$ cat src/rtl/cos_pkg.sv
package cos_pkg;
  localparam int GRP_W     = 8;
  localparam int N_GRP     = 6;
  localparam int N_IN      = GRP_W * N_GRP;
  localparam int ADDR_W    = 3;
  localparam int DATA_W    = 8;
  localparam int SYNC_DEPTH = 2;
  localparam int PEND_BIT  = 6;
  localparam logic [ADDR_W-1:0] STAT_ADDR = 3'd7;
  localparam logic [ADDR_W-1:0] HOLE_ADDR = 3'd3;

  typedef enum logic [1:0] {
    SEL_DATA = 2'd0,
    SEL_STAT = 2'd1,
    SEL_NONE = 2'd2
  } rd_sel_e;

  function automatic rd_sel_e sel_of_addr(logic [ADDR_W-1:0] a);
    if (a == STAT_ADDR)      return SEL_STAT;
    else if (a == HOLE_ADDR) return SEL_NONE;
    else                     return SEL_DATA;
  endfunction

  function automatic logic [ADDR_W-1:0] grp_of_addr(logic [ADDR_W-1:0] a);
    if (a < HOLE_ADDR) return a;
    else               return a - 3'd1;
  endfunction
endpackage

$ cat src/rtl/cos_rst_sync.sv
module cos_rst_sync #(
  parameter int STAGES = 2
) (
  input  logic clk,
  input  logic rst_n_in,
  output logic rst_n_out
);
  logic [STAGES-1:0] chain_q;
  logic [STAGES-1:0] chain_d;

  always_comb begin
    chain_d = {chain_q[STAGES-2:0], 1'b1};
  end

  always_ff @(posedge clk or negedge rst_n_in) begin
    if (!rst_n_in) chain_q <= '0;
    else           chain_q <= chain_d;
  end

  assign rst_n_out = chain_q[STAGES-1];
endmodule

$ cat src/rtl/cos_sync.sv
module cos_sync #(
  parameter int W     = 48,
  parameter int DEPTH = 2
) (
  input  logic         clk,
  input  logic         rst_n,
  input  logic [W-1:0] d,
  output logic [W-1:0] q_sync,
  output logic [W-1:0] q_prev
);
  logic [W-1:0] stage_q [DEPTH];
  logic [W-1:0] prev_q;

  genvar s;
  generate
    for (s = 0; s < DEPTH; s++) begin : g_stage
      logic [W-1:0] stage_d;
      if (s == 0) begin : g_first
        assign stage_d = d;
      end else begin : g_rest
        assign stage_d = stage_q[s-1];
      end
      always_ff @(posedge clk or negedge rst_n) begin
        if (!rst_n) stage_q[s] <= '0;
        else        stage_q[s] <= stage_d;
      end
    end
  endgenerate

  always_ff @(posedge clk or negedge rst_n) begin
    if (!rst_n) prev_q <= '0;
    else        prev_q <= stage_q[DEPTH-1];
  end

  assign q_sync = stage_q[DEPTH-1];
  assign q_prev = prev_q;

  // the previous-value register follows the synchronised value by one cycle
  a_r3_prev_follows: assert property (@(posedge clk) disable iff (!rst_n)
    1'b1 |=> (q_prev == $past(q_sync)));
endmodule

$ cat src/rtl/cos_detect.sv
module cos_detect
  import cos_pkg::*;
(
  input  logic             clk,
  input  logic             rst_n,
  input  logic [N_IN-1:0]  cur,
  input  logic [N_IN-1:0]  prev,
  input  logic             en_wr,
  input  logic [N_GRP-1:0] en_wdata,
  input  logic             clr,
  output logic [N_GRP-1:0] status,
  output logic [N_GRP-1:0] enable,
  output logic             irq
);
  logic [N_GRP-1:0] grp_edge;
  logic [N_GRP-1:0] hit;
  logic [N_GRP-1:0] stat_q, stat_d;
  logic [N_GRP-1:0] en_q, en_d;
  logic             irq_q, irq_d;

  genvar g;
  generate
    for (g = 0; g < N_GRP; g++) begin : g_grp
      assign grp_edge[g] = |(cur[g*GRP_W +: GRP_W] ^ prev[g*GRP_W +: GRP_W]);

      // a status bit rises only for a group that was enabled
      a_r7_disabled_no_set: assert property (@(posedge clk) disable iff (!rst_n)
        $rose(stat_q[g]) |-> $past(en_q[g]));
      // an enabled change is latched even when a clear happens
      a_r9_edge_kept: assert property (@(posedge clk) disable iff (!rst_n)
        (grp_edge[g] && en_q[g]) |=> stat_q[g]);
    end
  endgenerate

  always_comb begin
    hit    = grp_edge & en_q;
    stat_d = (clr ? '0 : stat_q) | hit;
    en_d   = en_wr ? en_wdata : en_q;
    irq_d  = |stat_d;
  end

  always_ff @(posedge clk or negedge rst_n) begin
    if (!rst_n) begin
      stat_q <= '0;
      en_q   <= '0;
      irq_q  <= 1'b0;
    end else begin
      stat_q <= stat_d;
      irq_q  <= irq_d;
      if (en_wr) en_q <= en_d;
    end
  end

  assign status = stat_q;
  assign enable = en_q;
  assign irq    = irq_q;

  // a clear with no simultaneous enabled change empties the latch
  a_r9_clear: assert property (@(posedge clk) disable iff (!rst_n)
    (clr && (hit == '0)) |=> (stat_q == '0));
  // the mask only moves on a write
  a_r5_enable_hold: assert property (@(posedge clk) disable iff (!rst_n)
    !en_wr |=> $stable(en_q));
endmodule

$ cat src/rtl/cos_regs.sv
module cos_regs
  import cos_pkg::*;
(
  input  logic [ADDR_W-1:0] addr,
  input  logic [N_IN-1:0]   data_in,
  input  logic [N_GRP-1:0]  status,
  input  logic              pending,
  output logic [DATA_W-1:0] rdata
);
  logic [DATA_W-1:0] grp_bytes [N_GRP];
  logic [DATA_W-1:0] stat_byte;
  rd_sel_e           sel;
  logic [ADDR_W-1:0] grp_idx;

  genvar g;
  generate
    for (g = 0; g < N_GRP; g++) begin : g_byte
      assign grp_bytes[g] = data_in[g*GRP_W +: GRP_W];
    end
  endgenerate

  always_comb begin
    stat_byte           = '0;
    stat_byte[N_GRP-1:0] = status;
    stat_byte[PEND_BIT] = ~pending;
    sel     = sel_of_addr(addr);
    grp_idx = grp_of_addr(addr);
    case (sel)
      SEL_DATA: rdata = grp_bytes[grp_idx];
      SEL_STAT: rdata = stat_byte;
      default:  rdata = '0;
    endcase
  end
endmodule

$ cat src/rtl/cos_input_port.sv
module cos_input_port
  import cos_pkg::*;
(
  input  logic              clk,
  input  logic              rst_n,
  input  logic [N_IN-1:0]   pin_in,
  input  logic [ADDR_W-1:0] bus_addr,
  input  logic              bus_wr,
  input  logic              bus_rd,
  input  logic [DATA_W-1:0] bus_wdata,
  output logic [DATA_W-1:0] bus_rdata,
  output logic              irq
);
  logic             core_rst_n;
  logic [N_IN-1:0]  in_sync;
  logic [N_IN-1:0]  in_prev;
  logic [N_GRP-1:0] status;
  logic [N_GRP-1:0] enable;
  logic             wr_stat;
  logic             rd_stat;

  assign wr_stat = bus_wr && (bus_addr == STAT_ADDR);
  assign rd_stat = bus_rd && (bus_addr == STAT_ADDR);

  cos_rst_sync #(.STAGES(2)) u_rst (
    .clk       (clk),
    .rst_n_in  (rst_n),
    .rst_n_out (core_rst_n)
  );

  cos_sync #(.W(N_IN), .DEPTH(SYNC_DEPTH)) u_sync (
    .clk    (clk),
    .rst_n  (core_rst_n),
    .d      (pin_in),
    .q_sync (in_sync),
    .q_prev (in_prev)
  );

  cos_detect u_det (
    .clk      (clk),
    .rst_n    (core_rst_n),
    .cur      (in_sync),
    .prev     (in_prev),
    .en_wr    (wr_stat),
    .en_wdata (bus_wdata[N_GRP-1:0]),
    .clr      (rd_stat),
    .status   (status),
    .enable   (enable),
    .irq      (irq)
  );

  cos_regs u_regs (
    .addr    (bus_addr),
    .data_in (in_sync),
    .status  (status),
    .pending (irq),
    .rdata   (bus_rdata)
  );

  // the pending flag in the status byte is the inverse of the request line
  a_r8_pending_flag: assert property (@(posedge clk) disable iff (!core_rst_n)
    (bus_addr == STAT_ADDR) |-> (bus_rdata[PEND_BIT] == !irq && bus_rdata[7] == 1'b0));
  // the unused offset reads as zero
  a_r2_hole_zero: assert property (@(posedge clk) disable iff (!core_rst_n)
    (bus_addr == HOLE_ADDR) |-> (bus_rdata == '0));
  // the request line is high only while some group is latched
  a_r10_irq_level: assert property (@(posedge clk) disable iff (!core_rst_n)
    irq |-> (status != '0));
endmodule

$ cat config.mk
export PLATFORM = sky130hd
export DESIGN_NAME = cos_input_port
export DESIGN_NICKNAME = d
export VERILOG_FILES = /design/src/rtl/cos_pkg.sv /design/src/rtl/cos_rst_sync.sv /design/src/rtl/cos_sync.sv /design/src/rtl/cos_detect.sv /design/src/rtl/cos_regs.sv /design/src/rtl/cos_input_port.sv
export SDC_FILE = /design/constraint.sdc
export NUM_CORES = 1
export LEC_CHECK = 0
export BUFFER_PORTS_ARGS = -buffer_cell sky130_fd_sc_hd__buf_4
export CAP_MARGIN = 25
export CORE_UTILIZATION = 35
export CTS_CLUSTER_SIZE = 14
export DETAILED_ROUTE_END_ITERATION = 8
export PLACE_DENSITY = 0.64
export SLEW_MARGIN = 20
export SYNTH_ARGS = -nofsm -noshare
export SYNTH_HDL_FRONTEND = slang
export SYNTH_SLANG_ARGS = --single-unit
$ cat constraint.sdc
create_clock -name clk -period 8.7 [get_ports clk]
set_clock_uncertainty 0.2 [all_clocks]
set_input_delay 1.74 -clock clk [delete_from_list [all_inputs] [get_ports clk]]
set_output_delay 1.74 -clock clk [all_outputs]
set_load 0.05 [all_outputs]
# Word level (Yosys, flattened, before mapping)
# Cells that the tools add are included.
# totals
word_cells,41
input_bits,63
output_inout_bits,9
ff_bits,159
# classes
n_lt_le_gt_ge,2
muxes,8
n_reduce_logical,10
n_addsub,1
bitwise,10
eq_ne,3
# op_table
cell,n
$reduce_or A8 Y1,6
$xor A8 B8 Y8,6
$bmux W8 S3,1
$mux W8,2
$pmux W8 S2,1
$and A6 B6 Y6,1
$mux W6,1
$or A6 B6 Y6,1
$reduce_or A6 Y1,1
$ge A4 B4 Y1 const B,1
$mux W2,2
$not A3 Y4,1
$eq A3 B2 Y1 const B,1
$eq A3 B3 Y1 const B,1
$lt A3 B2 Y1 const B,1
$mux W3,1
$sub A3 B1 Y3 const B,1
$eq A2 B1 Y1 const B,1
$logic_and A1 B1 Y1,2
$logic_not A2 Y1,1
$not A1 Y1,1

# Longest topological paths before layout
# depth
ltp_word,7
ltp_mapped,10
mapped_depth_nobuf,7

# By module
# From an unflattened synthesis, not the netlist that was laid out.
# unflattened
cells_unflattened,418
hier_area_um2,5875.6
# by_module_without_submodules
module,seq_area_each_um2,cells_each,instances,area_per_inst_um2
cos_sync,3603.5,144,1,3603.5
cos_regs,0.0,168,1,1198.6
cos_detect,325.3,101,1,1002.2
cos_rst_sync,50.0,3,1,53.8
cos_input_port,0.0,2,1,17.5

# Worst setup path before layout
# OpenSTA, ideal clock, no wires.
# synth_path
path_type,input to output
from,in bus_addr[0]
to,out bus_rdata[0]
n_path_buf,3
required_time_ns,6.760
setup_slack_ns,2.622
path_stages,10
t_arrival_ns,4.138
cell_sequence,buf_2 -> inv_2 -> ha_1 -> buf_2 -> and2_1 -> buf_2 -> a221oi_1 -> nor2_1 -> a2111oi_2 -> o31ai_1
# synth_between
elab_chain_len,7
word_cells_on_any_way,14
classes_between,1 x add/sub; 1 x order compare; 3 x eq/ne; 7 x mux; 1 x bitwise; 1 x reduce/logical
# synth_lines
element,line_no,text
from (decl),cos_input_port.sv:7,"input logic [ADDR_W-1:0] bus_addr,"
$sub A3 B1 Y3 / $lt A3 B2 Y1 (equally long branches),"cos_pkg.sv:26, cos_pkg.sv:25",
$mux W3,cos_pkg.sv:25,if (a < HOLE_ADDR) return a;
$not A3 Y4 (not written as such),cos_regs.sv:29,SEL_DATA: rdata = grp_bytes[grp_idx];
$bmux W8 S3,cos_regs.sv:29,
$mux W8 (not written as such) (2 in series),cos_regs.sv:29,
$pmux W8 S2 *,cos_regs.sv:28,case (sel)
to (decl),cos_input_port.sv:11,"output logic [DATA_W-1:0] bus_rdata,"
# Every way passes the cells marked *; elsewhere a longest branch is shown, timed or not. The select of a mux whose other input is x is not followed.

# Worst setup path in the final report
# layout_path
from,in bus_addr[0]
to,out bus_rdata[1]
# The elaborated chain is that of the path after synthesis.

==> out/summary.txt <==
Status - finished, final reports clean
Detail Placement HPWL - 7260 um
Hold_ws - 0.00683 ns
Avg WL per Cell - 15.3 um
CTS sink count - 159
R2R Setup Slk - 6.69 ns
Distinct cells, synth - 47
Syn-to-layout area delta - 25.1%
CTS root buffer - clkbuf_16
First-pass GRT wire length - 17100 um
Setup violators final - 0
CP top delay family - compound AO/OA/AOI/OAI gates
H-Tree Depth - 4
DRC - 0
Layout cell share with drive strength beyond 1 - 26.3%
Actual slew at the worst max-slew pin - 0.707 ns
Avg Cell Area, Syn - 14.9 um2
Arrival @ worst endpoint - 4.49 ns
Final worst path period need - 6.43 ns
Initial antenna violation count - 0
Leakage - 2.94 nW
R2r worst-path depth - 5
Max Slew Vio Count - 0
VDD IR-drop max - 141 uV
Multi-input gate area - 0.00145 mm2
Total setup buffers inserted after CTS - 0
Cell Area, Synth - 0.00551 mm2
Slew HR - 51.6%
RR Endpoint - u_det.irq
Die Ht - 127 um
Hold_buf cts - 0
Clock Latency Late Sink - 0.42 ns
Total power - 0.00171 W
DR vias - 3116
Fillers - 1364
TNS Setup - 0 ns
# diodes - 0
Asr flop ratio synth - 100%
Post-cts sizing count - 0
Storage cell area - 0.00398 mm2
CP max stage cell - a2111oi_0
Power density over cell area - 248 mW/mm2
Die ar. - 0.0163 mm2
Share of the yosys chip area belonging to registers - 72.2%
Global Route met2 Usage - 21.4%
Crit Reg-Reg Startpoint - u_sync.q_sync[14]
Total CTS buffers - 17
Crit path top cell by count - buf_4
Final Hold Fails - 0
Nets - 512
Core area - 0.0153 mm2
Syn nets - 434
IO Count - 72
Startpoint Class - input port
CTS tree - built
Largest net degree at the start of global routing - 82
IO buf count - 69
Drt total wl - 10200 um
Routed Antenna Nets - 0
FP Rows - 45
Critical Path Fanout Max - 25
Congestion Overflow GR - 0
WS Path Type - in -> out
Worst min path class - reg -> async
Critical path buffers and inverters - 3
Critical path, cell by cell - buf_4 -> inv_2 -> ha_1 -> and2_1 -> a221oi_2 -> nor2_1 -> a2111oi_0 -> o31ai_1 -> buf_4
Final period util - 73.9%
Detailed Routing Iterations Pass 1 - 4
Dominant synthesized flop cell - dfrtp_1
Placer Congestion - 0.819
GR peak layer - met2
Die width - 127 um
Max-cap violations - 0
Met1 Track Usage GR - 19.0%
Flops & latches, synth - 159
All-Layer GR Usage - 14.3%
Unrepaired setup endpoints after global routing - no
CTS Buffer Depth - 2
Slowest stage delay, CP - 0.66 ns
Syn Inst Count - 369
Clk slew on worst S/H paths - 0.06 ns
EDFF count, synth - 0
Ys Warns - 0
Starting DRT DRC Count - 160
Crit end category - output port
Via-per-instance ratio - 4.64
Crit path required time - 6.76 ns
Fmax - 156 MHz
Vias in the first global route - 3355
Initial core utilization - 36.1%
GR Util met3 - 4.69%
-- report_power, final --
| group | internal [W] | switching, W | leakage (nW) |
|---|---|---|---|
| combinational | 0.0000674 | 0.0000834 | 0.801 |
| clock | 0.000440 | 0.000307 | 0.298 |
| sequential | 0.000783 | 0.0000289 | 1.84 |
| total | 0.00129 | 0.000419 | 2.94 |
-- state kept, by name (all words and copies together) (netlist names) --
| name | cells |
|---|---|
| u_sync.g_stage.stage_d | 48 |
| u_sync.q_prev | 48 |
| u_sync.q_sync | 48 |
| u_det.enable | 6 |
| u_det.status | 6 |
| u_rst.chain_q | 2 |
| u_det.irq | 1 |
-- metal layers --
metal / wire length (um) / vias to the layer above
met5: 0 / -
met4: 175 / 0
met3: 509 / 15
met2: 4820 / 72
met1: 4730 / 1582
li1: - / 1447
-- final cells by class --
type | count | area share [%]
Sequential cell | 159 | 57.7
Clock inverter | 14 | 2.50
Multi-Input combinational cell | 194 | 21.0
Inverter | 3 | 0.163
Timing Repair Buffer | 72 | 8.42
Clock buffer | 18 | 6.37
Tap cell | 211 | 3.83
-- stage by stage --
stage	util, %	cells	instance area (um2)	worst slack [ns]
CTS	44.8	669	6840	2.34
detailed placement	40.8	637	6230	2.34
floorplan	-	369	5510	2.62
global route	45.2	671	6900	2.03
finish	45.2	671	6900	2.27
global placement	40.8	637	6230	2.42
-- synth_stat cells (2+ instances only) --
library cell	n	share of area (%)
nand2_1	23	1.6
nor2_1	14	0.95
a221oi_2	4	1.1
nor3_1	2	0.18
dfrtp_1	159	72
xnor2_1	48	7.6
buf_2	9	0.82
ha_1	2	0.45
nand4_1	14	1.6
a21oi_1	10	0.91
a32oi_1	6	0.95
o22ai_1	2	0.23
inv_2	2	0.14
a2111oi_0	4	0.64
nor2b_1	2	0.23
mux2_1	6	1.2
or2_1	2	0.23
mux2_2	6	1.2
a221oi_1	8	1.3
buf_6	2	0.41
o31ai_1	6	0.82
mux2i_1	6	1.1
o22a_1	2	0.32
o21ai_0	6	0.54
and2_1	2	0.23
-- how the worst max path moves through the flow --
stage | slack [ns] | start | cells past startpoint | endpoint
after floorplan | 2.62 | bus_addr[0] | 10 | bus_rdata[0]
after global placement | 2.42 | bus_addr[0] | 9 | bus_rdata[2]
after detailed placement | 2.34 | bus_addr[0] | 9 | bus_rdata[1]
after CTS | 2.34 | bus_addr[0] | 9 | bus_rdata[1]
after global routing | 2.03 | bus_addr[0] | 9 | bus_rdata[2]
final | 2.27 | bus_addr[0] | 9 | bus_rdata[1]
-- cells by family after synthesis --
| group | count (synthesis) | share of synthesized area, % |
|---|---|---|
| flip-flops | 159 | 72.2 |
| AND/OR/NAND/NOR | 64 | 5.56 |
| AO/OA/AOI/OAI | 61 | 8.99 |
| XOR/XNOR | 48 | 7.63 |
| multiplexers | 18 | 3.54 |
| buffers and inverters | 16 | 1.57 |
| adder cells (fa/ha/maj) | 2 | 0.454 |
| other | 1 | 0.0680 |
-- worst register-to-register path, delay by kind of cell (launching register included) --
kind,cells,cell delay (ns)
xor gates and xnor gates,1,0.20
AOI/OAI and AO/OA,1,0.36
DFF,1,0.43
and+or+nand+nor,3,0.69
-- cell usage in the layout, fill, tap and decap left out, drive strengths merged, types with 2 or more instances in the layout --
| cell | n |
|---|---|
| and2 | 2 |
| xnor2 | 48 |
| o22a | 2 |
| a21oi | 11 |
| nor2b | 2 |
| a32oi | 6 |
| a2111oi | 6 |
| bufinv | 2 |
| o31ai | 6 |
| nand4 | 14 |
| dfrtp | 159 |
| nor3 | 2 |
| ha | 2 |
| mux2 | 12 |
| o21ai | 7 |
| a221oi | 12 |
| or2 | 2 |
| o22ai | 2 |
| buf | 72 |
| mux2i | 6 |
| nand2 | 24 |
| inv | 9 |
| nor2 | 15 |
| clkbuf | 18 |
| clkinv | 5 |
Power figures use the tool's default switching activity.
